## src/rtl/rotmac_pkg.sv

```systemverilog
// Shared types for the complex rotator multiply-accumulate block.
// Assumes: selector encoding below is fixed and decoded by rotmac_outfmt.
package rotmac_pkg;
    typedef enum logic [1:0] {
        OSEL_HIGH = 2'b00,
        OSEL_LOW  = 2'b01,
        OSEL_AUX  = 2'b10,
        OSEL_RSVD = 2'b11
    } osel_e;
endpackage

```

## src/rtl/rotmac_inreg.sv

```systemverilog
// Input capture and window shifter.
// Registers the sample, its enable and the shift code. The sample holding
// registers load one clock later, and only if the registered enable was low.
// The windowed operands are combinational from the holding registers, using
// a shift code delayed to stay aligned with them.
// Assumes: IN_W = WIN_W + 2**SH_W - 1.
module rotmac_inreg #(
    parameter int WIN_W = 16,
    parameter int SH_W  = 2,
    parameter int IN_W  = WIN_W + (1 << SH_W) - 1
) (
    input  logic                    clk,
    input  logic                    rst_n,
    input  logic                    en_n,
    input  logic [IN_W-1:0]         rin,
    input  logic [IN_W-1:0]         iin,
    input  logic [SH_W-1:0]         sh,
    output logic signed [WIN_W-1:0] win_re,
    output logic signed [WIN_W-1:0] win_im
);
    logic            en_q;
    logic [IN_W-1:0] rin_q, iin_q;
    logic [IN_W-1:0] rin_r, iin_r;
    logic [SH_W-1:0] sh_q1, sh_q2;

    // Stage 1: capture the port values and the enable.
    always_ff @(posedge clk) begin
        if (!rst_n) begin
            en_q  <= 1'b1;
            rin_q <= '0;
            iin_q <= '0;
            sh_q1 <= '0;
        end else begin
            en_q  <= en_n;
            rin_q <= rin;
            iin_q <= iin;
            sh_q1 <= sh;
        end
    end

    // Stage 2: the holding registers load under the registered enable.
    always_ff @(posedge clk) begin
        if (!rst_n) begin
            rin_r <= '0;
            iin_r <= '0;
            sh_q2 <= '0;
        end else begin
            sh_q2 <= sh_q1;
            if (!en_q) begin
                rin_r <= rin_q;
                iin_r <= iin_q;
            end
        end
    end

    // Window select on the held sample.
    always_comb begin
        win_re = rin_r[sh_q2 +: WIN_W];
        win_im = iin_r[sh_q2 +: WIN_W];
    end

    AST_HOLD_WHEN_DISABLED: assert property (@(posedge clk) disable iff (!rst_n)
        en_q |=> ($stable(rin_r) && $stable(iin_r)));
endmodule

```

## src/rtl/rotmac_cmul.sv

```systemverilog
// Registered complex multiplier: re = c*x - s*y, im = c*y + s*x.
// Assumes: all operands are signed. The result is one bit wider than the
// sum of the operand widths, so it cannot overflow.
module rotmac_cmul #(
    parameter int WIN_W  = 16,
    parameter int TRIG_W = 16,
    parameter int PROD_W = WIN_W + TRIG_W + 1
) (
    input  logic                     clk,
    input  logic                     rst_n,
    input  logic signed [WIN_W-1:0]  x_re,
    input  logic signed [WIN_W-1:0]  x_im,
    input  logic signed [TRIG_W-1:0] c,
    input  logic signed [TRIG_W-1:0] s,
    output logic signed [PROD_W-1:0] p_re,
    output logic signed [PROD_W-1:0] p_im
);
    localparam int MUL_W = WIN_W + TRIG_W;
    localparam logic signed [PROD_W-1:0] P_MAX = {2'b01, {(PROD_W-2){1'b0}}};
    localparam logic signed [PROD_W-1:0] P_MIN = -P_MAX;

    logic signed [MUL_W-1:0]  m_cx, m_sy, m_cy, m_sx;
    logic signed [PROD_W-1:0] sum_re, sum_im;

    // Four partial products, then the complex combination.
    always_comb begin
        m_cx   = c * x_re;
        m_sy   = s * x_im;
        m_cy   = c * x_im;
        m_sx   = s * x_re;
        sum_re = PROD_W'(m_cx) - PROD_W'(m_sy);
        sum_im = PROD_W'(m_cy) + PROD_W'(m_sx);
    end

    // Product register stage ahead of the accumulators.
    always_ff @(posedge clk) begin
        if (!rst_n) begin
            p_re <= '0;
            p_im <= '0;
        end else begin
            p_re <= sum_re;
            p_im <= sum_im;
        end
    end

    AST_PROD_RANGE: assert property (@(posedge clk) disable iff (!rst_n)
        (p_re <= P_MAX) && (p_re >= P_MIN) && (p_im <= P_MAX) && (p_im >= P_MIN));
endmodule

```

## src/rtl/rotmac_accum.sv

```systemverilog
// Accumulate-and-dump register with wrap-around.
// acc_en high: add the sign-extended input to the register.
// acc_en low:  load the sign-extended input, discarding the old value.
// Assumes: AW >= DW.
module rotmac_accum #(
    parameter int DW = 33,
    parameter int AW = 35
) (
    input  logic                 clk,
    input  logic                 rst_n,
    input  logic                 acc_en,
    input  logic signed [DW-1:0] din,
    output logic signed [AW-1:0] acc
);
    // Feedback is gated by acc_en.
    always_ff @(posedge clk) begin
        if (!rst_n) begin
            acc <= '0;
        end else if (acc_en) begin
            acc <= acc + AW'(din);
        end else begin
            acc <= AW'(din);
        end
    end

    AST_DUMP_LOADS_INPUT: assert property (@(posedge clk) disable iff (!rst_n)
        !acc_en |=> (acc == AW'($past(din))));
endmodule

```

## src/rtl/rotmac_outfmt.sv

```systemverilog
// Output field selector and number-format stage for one lane.
// Selects a bit field of the main accumulator, the auxiliary accumulator,
// or zero, then optionally inverts the top bit for offset binary.
// Assumes: ACC_W > OUT_W and AUX_W == OUT_W.
module rotmac_outfmt
    import rotmac_pkg::*;
#(
    parameter int ACC_W = 35,
    parameter int OUT_W = 20
) (
    input  logic             clk,
    input  logic             rst_n,
    input  logic [1:0]       sel,
    input  logic             twos,
    input  logic [ACC_W-1:0] acc_main,
    input  logic [OUT_W-1:0] acc_aux,
    output logic [OUT_W-1:0] dout
);
    localparam int LO_W = ACC_W - OUT_W;
    localparam int HI_W = OUT_W - 1 - LO_W;

    logic [OUT_W-1:0] field;
    osel_e            osel;

    // Field select by selector code.
    always_comb begin
        osel = osel_e'(sel);
        unique case (osel)
            OSEL_HIGH: field = acc_main[ACC_W-1 -: OUT_W];
            OSEL_LOW:  field = {acc_main[ACC_W-1 -: HI_W], 1'b0, acc_main[LO_W-1:0]};
            OSEL_AUX:  field = acc_aux;
            default:   field = '0;
        endcase
    end

    // Offset-binary conversion, not applied to the zero code.
    always_comb begin
        dout = field;
        if (!twos && (osel != OSEL_RSVD)) begin
            dout[OUT_W-1] = ~field[OUT_W-1];
        end
    end

    AST_RESERVED_ZERO: assert property (@(posedge clk) disable iff (!rst_n)
        (sel == 2'b11) |-> (dout == '0));
endmodule

```

## src/rtl/rotmac_top.sv

```systemverilog
// Complex rotator multiply-accumulate, top level.
// Sample path: port capture -> holding register -> product register ->
// accumulators, four clocks in all. The rotation vector and accumulate
// control are delayed to match. The output selector and format act
// combinationally on the accumulator registers.
// Assumes: synchronous active-low reset; all arithmetic is signed.
module rotmac_top #(
    parameter  int WIN_W     = 16,
    parameter  int SH_W      = 2,
    parameter  int TRIG_W    = 16,
    parameter  int ACC_GUARD = 2,
    parameter  int OUT_W     = 20,
    localparam int IN_W      = WIN_W + (1 << SH_W) - 1
) (
    input  logic              clk,
    input  logic              rst_n,
    input  logic [IN_W-1:0]   smp_re,
    input  logic [IN_W-1:0]   smp_im,
    input  logic [SH_W-1:0]   win_sel,
    input  logic              smp_en_n,
    input  logic [TRIG_W-1:0] rot_cos,
    input  logic [TRIG_W-1:0] rot_sin,
    input  logic              acc_en,
    input  logic [1:0]        out_sel,
    input  logic              twos_cmp,
    output logic [OUT_W-1:0]  out_re,
    output logic [OUT_W-1:0]  out_im
);
    localparam int PROD_W = WIN_W + TRIG_W + 1;
    localparam int ACC_W  = PROD_W + ACC_GUARD;
    localparam int AUX_W  = OUT_W;
    localparam int LANES  = 2;

    logic signed [WIN_W-1:0]  win_re, win_im;
    logic signed [TRIG_W-1:0] cos_q1, cos_q2, sin_q1, sin_q2;
    logic [2:0]               acc_pipe;
    logic signed [WIN_W-1:0]  aux_d   [LANES];
    logic signed [PROD_W-1:0] prod    [LANES];
    logic signed [ACC_W-1:0]  acc_m   [LANES];
    logic signed [AUX_W-1:0]  acc_a   [LANES];
    logic [OUT_W-1:0]         lane_out[LANES];

    rotmac_inreg #(.WIN_W(WIN_W), .SH_W(SH_W), .IN_W(IN_W)) u_inreg (
        .clk    (clk),
        .rst_n  (rst_n),
        .en_n   (smp_en_n),
        .rin    (smp_re),
        .iin    (smp_im),
        .sh     (win_sel),
        .win_re (win_re),
        .win_im (win_im)
    );

    // Delay the rotation vector, accumulate control and windowed samples to match the data.
    always_ff @(posedge clk) begin
        if (!rst_n) begin
            cos_q1   <= '0;
            cos_q2   <= '0;
            sin_q1   <= '0;
            sin_q2   <= '0;
            acc_pipe <= '0;
            aux_d[0] <= '0;
            aux_d[1] <= '0;
        end else begin
            cos_q1   <= rot_cos;
            cos_q2   <= cos_q1;
            sin_q1   <= rot_sin;
            sin_q2   <= sin_q1;
            acc_pipe <= {acc_pipe[1:0], acc_en};
            aux_d[0] <= win_re;
            aux_d[1] <= win_im;
        end
    end

    rotmac_cmul #(.WIN_W(WIN_W), .TRIG_W(TRIG_W), .PROD_W(PROD_W)) u_cmul (
        .clk   (clk),
        .rst_n (rst_n),
        .x_re  (win_re),
        .x_im  (win_im),
        .c     (cos_q2),
        .s     (sin_q2),
        .p_re  (prod[0]),
        .p_im  (prod[1])
    );

    // One main accumulator, one auxiliary accumulator and one formatter per lane.
    for (genvar ln = 0; ln < LANES; ln++) begin : g_lane
        rotmac_accum #(.DW(PROD_W), .AW(ACC_W)) u_acc_main (
            .clk    (clk),
            .rst_n  (rst_n),
            .acc_en (acc_pipe[2]),
            .din    (prod[ln]),
            .acc    (acc_m[ln])
        );
        rotmac_accum #(.DW(WIN_W), .AW(AUX_W)) u_acc_aux (
            .clk    (clk),
            .rst_n  (rst_n),
            .acc_en (acc_pipe[2]),
            .din    (aux_d[ln]),
            .acc    (acc_a[ln])
        );
        rotmac_outfmt #(.ACC_W(ACC_W), .OUT_W(OUT_W)) u_fmt (
            .clk      (clk),
            .rst_n    (rst_n),
            .sel      (out_sel),
            .twos     (twos_cmp),
            .acc_main (acc_m[ln]),
            .acc_aux  (acc_a[ln]),
            .dout     (lane_out[ln])
        );
    end

    assign out_re = lane_out[0];
    assign out_im = lane_out[1];

    AST_FMT_TOP_BIT: assert property (@(posedge clk) disable iff (!rst_n)
        (out_sel == 2'b00) |-> (out_re[OUT_W-1] == (acc_m[0][ACC_W-1] ^ !twos_cmp)));
endmodule

```

## config.mk

```make
export PLATFORM = sky130hd
export DESIGN_NAME = rotmac_top
export DESIGN_NICKNAME = d
export VERILOG_FILES = /design/src/rtl/rotmac_pkg.sv /design/src/rtl/rotmac_inreg.sv /design/src/rtl/rotmac_cmul.sv /design/src/rtl/rotmac_accum.sv /design/src/rtl/rotmac_outfmt.sv /design/src/rtl/rotmac_top.sv
export SDC_FILE = /design/constraint.sdc
export NUM_CORES = 2
export LEC_CHECK = 0
export BUFFER_PORTS_ARGS = -buffer_cell sky130_fd_sc_hd__buf_2
export CAP_MARGIN = 20
export CORE_AREA = 2 2 378 380
export CTS_CLUSTER_DIAMETER = 80
export DETAILED_ROUTE_END_ITERATION = 16
export DIE_AREA = 0 0 380 382
export PLACE_DENSITY = 0.66
export REMOVE_ABC_BUFFERS = 1
export SYNTH_ARGS = -nofsm -noshare
export SYNTH_HDL_FRONTEND = slang
export SYNTH_HIERARCHICAL = 1
export SYNTH_SLANG_ARGS = --single-unit
```

## constraint.sdc

```tcl
create_clock -name clk -period 18.2 [get_ports clk]
set_clock_uncertainty 0.1 [all_clocks]
set_input_delay 1.82 -clock clk [delete_from_list [all_inputs] [get_ports clk]]
set_output_delay 1.82 -clock clk [all_outputs]
set_load 0.01 [all_outputs]
```

# [After elaboration in Yosys (flattened, before gate mapping)]
# Memories as Yosys holds them, arrays and structs flattened.
# Cells that the tools add are included.
[totals] reg_bits=324 mem_bits_rw=32 in_bits=79 out_inout_bits=40 n_memories=1
[classes] n_addsub=6 mul=4 eq_ne=3 n_shift=2 muxes=12 n_bitwise=4 reduce_logical=3
[mem_list] name="aux_d" depth=2 word_bits=16 rd=2 rd_ports_with_merged_regs=0 write_ports=2 line="rotmac_top.sv:37" text="logic signed [WIN_W-1:0] aux_d [LANES];"
[ops] cell="16-bit by 16-bit multiplier with 32-bit output" n=4
[ops] cell="20-bit case mux with 3 select lines" n=2
[ops] cell="35-bit by 33-bit adder with 35-bit output" n=2
[ops] cell="35-bit 2-to-1 mux" n=2
[ops] cell="20-bit by 16-bit adder with 20-bit output" n=2
[ops] cell="20-bit 2-to-1 mux" n=2
[ops] cell="19-bit by 3-bit variable part select with 16-bit output" n=2
[ops] cell="32-bit by 32-bit adder with 33-bit output" n=1
[ops] cell="32-bit by 32-bit subtractor with 33-bit output" n=1
[ops] cell="16-bit 2-to-1 mux" n=2
[ops] cell="1-bit 2-to-1 mux" n=4
[ops] cell="2-bit by 1-bit == test with 1-bit output, second input constant" n=1
[ops] cell="2-bit == test, second input constant" n=1
[ops] cell="2-bit zero test" n=1
[ops] cell="2-bit != test, second input constant" n=1
[ops] cell="1-bit inverter" n=2
[ops] cell="1-bit bitwise OR" n=2
[ops] cell="1-bit logical AND" n=1
[ops] cell="1-bit zero test" n=1

# [Logic depth before layout (Yosys ltp)]
[depth] ltp_word=4 ltp_mapped=32

# [By module]
# The synthesis kept the hierarchy.
[by_module_without_submodules] mod="rotmac_cmul" instances=1 cells_per_inst=4462 area_each_um2=41965.2 seq_area_each_um2=1321.3
[by_module_without_submodules] mod="rotmac_accum (g_lane[0].u_acc_main ...)" instances=2 cells_per_inst=413 area_each_um2=3173.0 seq_area_each_um2=700.7
[by_module_without_submodules] mod="rotmac_accum (g_lane[0].u_acc_aux ...)" instances=2 cells_per_inst=239 area_each_um2=1899.3 seq_area_each_um2=400.4
[by_module_without_submodules] mod="rotmac_inreg" instances=1 cells_per_inst=251 area_each_um2=3380.7 seq_area_each_um2=1621.6
[by_module_without_submodules] mod="rotmac_top" instances=1 cells_per_inst=208 area_each_um2=2660.1 seq_area_each_um2=1981.9
[by_module_without_submodules] mod="rotmac_outfmt" instances=2 cells_per_inst=46 area_each_um2=434.2 seq_area_each_um2=0.0

# [Worst setup path before layout]
# OpenSTA, ideal clock, no wires.
[synth_timing] path_type="reg2reg" startpoint="register u_inreg.sh_q2[0]" endpoint="register u_cmul.p_re[28]" t_arrival_ps=7950 required_ps=17972 setup_slack_ps=10022 path_stages_with_launch=30 synth_period_minus_slack_ps=8178 path_cell_list="dfxtp_1 > buf_6 > buf_12 > mux4_2 > clkbuf_1 > nand2_1 > inv_1 > fa_1 > inv_1 > fa_1 > inv_1 > fa_1 > inv_1 > fa_1 > fa_1 > fa_1 > fa_1 > inv_1 > fa_1 > inv_1 > ha_1 > a21o_1 > a21o_1 > a21o_1 > a32o_2 > a31o_1 > a211o_2 > a21oi_1 > xor2_1 > nor2_1"
[synth_between] elab_chain_cells=3 elab_cells_between_ends=5 cone_classes="1 x add/sub; 2 x mul; 2 x shift"
[synth_lines] item="start, declared" line="rotmac_inreg.sv:24" text="logic [SH_W-1:0] sh_q1, sh_q2;"
[synth_lines] item="start signal, assigned" line="rotmac_inreg.sv:48" text="sh_q2 <= sh_q1;"
[synth_lines] item="19-bit by 3-bit variable part select with 16-bit output" line="rotmac_inreg.sv:59" text="win_im = iin_r[sh_q2 +: WIN_W];"
[synth_lines] item="named net win_im[0]" line="rotmac_top.sv:34" text="logic signed [WIN_W-1:0] win_re, win_im;"
[synth_lines] item="16-bit by 16-bit multiplier with 32-bit output" line="rotmac_cmul.sv:28" text="m_sy = s * x_im;"
[synth_lines] item="32-bit by 32-bit subtractor with 33-bit output" line="rotmac_cmul.sv:31" text="sum_re = PROD_W'(m_cx) - PROD_W'(m_sy);"
[synth_lines] item="end signal, assigned" line="rotmac_cmul.sv:41" text="p_re <= sum_re;"
[synth_lines] item="end, declared" line="rotmac_cmul.sv:15" text="output logic signed [PROD_W-1:0] p_re,"
# The timed path passes the listed nets, and every way through them passes these cells.
# A chain may end at the register's enable or synchronous reset.

# [Final worst setup path]
[layout_timing] startpoint="register u_inreg.sh_q2[0]" endpoint="register u_cmul.p_im[28]"
[layout_between] elab_chain_cells=3 elab_cells_between_ends=5 cone_classes="1 x add/sub; 2 x mul; 2 x shift"
[layout_lines] item="19-bit by 3-bit variable part select with 16-bit output" line="rotmac_inreg.sv:59"
[layout_lines] item="named net win_im[15]" line="rotmac_top.sv:34"
[layout_lines] item="16-bit by 16-bit multiplier with 32-bit output" line="rotmac_cmul.sv:29" text="m_cy = c * x_im;"
[layout_lines] item="32-bit by 32-bit adder with 33-bit output" line="rotmac_cmul.sv:32" text="sum_im = PROD_W'(m_cy) + PROD_W'(m_sx);"
[layout_lines] item="end signal, assigned" line="rotmac_cmul.sv:42" text="p_im <= sum_im;"
[layout_lines] item="end, declared" line="rotmac_cmul.sv:16" text="output logic signed [PROD_W-1:0] p_im"
# The timed path passes the listed nets, and every way through them passes these cells.

==> metrics.cfg <==
[logic_synthesis]
post-synth-top-count-cell=inv_1
ys_ff_latch=356
synth_xor_area_frac=0.0214
synth_compound_area_frac=0.0703
synth_cells=6317
yosys_warnings=6
synthFlopType=dfxtp_1
synth-simple-area-share=0.161
seq_area_frac_synth=0.121
synth_area_leaders=fa_1, dfxtp_1, ha_1, inv_1, and2_1
ys_types=94
ys_top_cells_by_count=inv_1, fa_1, and2_1
synth_top_family_by_area=adder cells
synthAdderAreaFrac=0.487
synthMuxAreaShare=0.0335
synthArstFlopShare=0
yosysTopAreaCell=fa_1
syn_avg_cell_area_um2=9.34
syn_area_um2=59000
synth_top_area_frac=0.399
synth_edf_count=0

[floorplan]
start_util=0.419
dieArea_um2=145000
core_um2=141000
die_w_um=380
chipHeight_um=382
std_cell_rows=138
ios=119

[critical_path]
crit_path_end_kind=flip-flop
cp_data_arrival_time_ps=9910
start_kind=flip-flop
crit_type=flip-flop to flip-flop
crit_required_ps=18620
worstPathMaxFanout=32

[finish]
syn_to_final_growth_pct=6.36
post-route-util=0.446
finish.net_count=7922
instances_no_fill=8182
drive_above_1_share=0.0544
seqCellArea_um2=7140
fillers=13659
multiInputGateArea_um2=45600

[outcome]
status=finished, final reports clean

[job]
drv_cap=0

[routing]
drt_wl_total_um=153000
viasPerCell=5.18
drc=0
firstDrtPassIters=6
ant_nets=0
drtIter0Drc=3045
vias=42370
wl_per_cell_um=18.7

[timing]
max_freq_ghz=0.105
rsz0062_at_grt=no
holdWs_ps=327
fin_setup_tns_ps=0
relSlewSlack=0.238
finalHoldViolations=0
post-route-period-util=0.521
setup_violations=0
worst_slew_pin_slew_ps=1140
min_period_ps=9490
drv_slew=0

[clock_network]
clk_latency_ps=650
clockRootBuffer=clkbuf_16
cts_setup_buffers=0
cts_sinks=356
cts_made_buffers=48
htree_levels=2
cts_tree=yes
cts-resized-gates=0
clk_pin_slew_worst_paths_ps=60
cts_buffer_depth=3
cts_hold_buf=0

[global_routing]
grt_pass1_vias=45323
antenna_found_initial=7
grt_max_degree=101
grt-ovfl-total=0
grt_pass1_wl_um=249000
track_usage=0.216

[placement]
io_buffer_count=118
dp_cells=8090
gp_congestion=0.892
dp_hpwl_um=115000

[min_path]
min_path_type=flip-flop to flip-flop

[power_and_ir_drop]
p_leak_nw=30.5
peakVddDrop_uv=89.3
p_per_area_nw_per_um2=64.0

==> per-layer routing <==
metal / track usage / wire [um] / vias to the layer above
li1: - / - / 19174
met1: 0.295 / 65500 / 21597
met2: 0.354 / 72000 / 1350
met3: 0.0273 / 9460 / 247
met4: 0.0765 / 6220 / 2
met5: 0 / 13 / -
==> cell usage in the layout, fill, tap and decap left out, types with 19 or more instances in the layout <==
cell / count
nand2_1: 623
clkbuf_16: 49
o21ai_0: 86
buf_4: 55
nor2b_1: 53
dfxtp_1: 346
nor2_1: 233
o2bb2ai_1: 30
nand3_1: 73
and2_1: 636
xnor2_1: 100
nand4_1: 19
nor3_1: 41
a31oi_1: 22
o21a_1: 30
mux4_2: 30
inv_1: 1312
mux2i_1: 125
ha_1: 416
or3_1: 32
a21oi_1: 168
buf_2: 117
xor2_1: 44
nand2b_1: 51
a211oi_1: 19
a21o_1: 81
fa_1: 1177
and3_1: 30
==> worst paths after layout <==
path,startpoint,to,slack [ps],cells past startpoint
worst min-delay path,cos_q1[12],cos_q2[12],330,1
worst max register to register,u_inreg/sh_q2[0],u_cmul/p_im[28],8710,26
worst max-delay path,u_inreg/sh_q2[0],u_cmul/p_im[28],8710,26
worst min register to register,cos_q1[12],cos_q2[12],330,1
==> state kept, by name (all words and copies together), names as in the netlist <==
signal                 flops
u_inreg/sh_q1              2
u_inreg/iin_q             19
sin_q2                    16
g_lane.u_acc_main/acc     70
u_inreg/iin_r             19
acc_pipe                   3
u_inreg/rin_q             19
aux_d                     32
cos_q1                    16
u_inreg/rin_r             19
g_lane.u_acc_aux/acc      40
u_inreg/sh_q2              2
sin_q1                    16
u_cmul/p_re               33
u_inreg/en_q               1
cos_q2                    16
u_cmul/p_im               33
==> cell type report <==
type | count | share of cell area
Multi-Input combinational cell | 4355 | 0.727
Sequential cell | 356 | 0.114
Inverter | 1316 | 0.0787
Tap cell | 1890 | 0.0377
Clock buffer | 61 | 0.0209
Timing Repair Buffer | 173 | 0.0161
Clock inverter | 27 | 0.00580
Antenna cell | 4 | 0.000159
==> worst max-delay path, stage by stage (launching register included) <==
cell and delay (ps):
dfxtp_2 310, buf_4 520, mux4_2 640, clkinv_1 940
nor2_1 420, fa_1 470, inv_1 80, fa_1 430
fa_1 500, inv_1 50, fa_1 480, fa_1 570
fa_1 440, fa_1 490, inv_1 50, fa_1 470
inv_1 40, ha_1 390, nand3_1 110, nor2_1 240
nand4_1 220, a211oi_1 630, nor2_1 120, o21ai_0 290
a31oi_1 140, xor2_1 140, nor2_1 50
==> logic make-up after synthesis <==
family                     count (synthesis)
AOI/OAI and AO/OA                        601
xor gates and xnor gates                 144
adders and majority gates               1593
buffers and inverters                   1606
DFF                                      356
muxes                                    157
and+or+nand+nor                         1860
==> where the power goes <==
part           switching [mW]  total (mW)  internal (mW)
clock                   0.400       0.992          0.591
sequential             0.0721       0.940          0.868
combinational            1.25        2.09          0.839
==> per-stage QoR <==
stage | cell area (um^2) | total power [mW] | worst slack, ps
3_5_place_dp | 61100 | 3.00 | 8820
3_3_place_gp | 61100 | 2.96 | 9000
5_1_grt | 62800 | 4.32 | 8100
4_1_cts | 62800 | 4.01 | 8780
6_report | 62800 | 4.02 | 8710
2_1_floorplan | 57700 | 2.43 | 8970
Note: power is estimated with default switching activity, not from simulation.
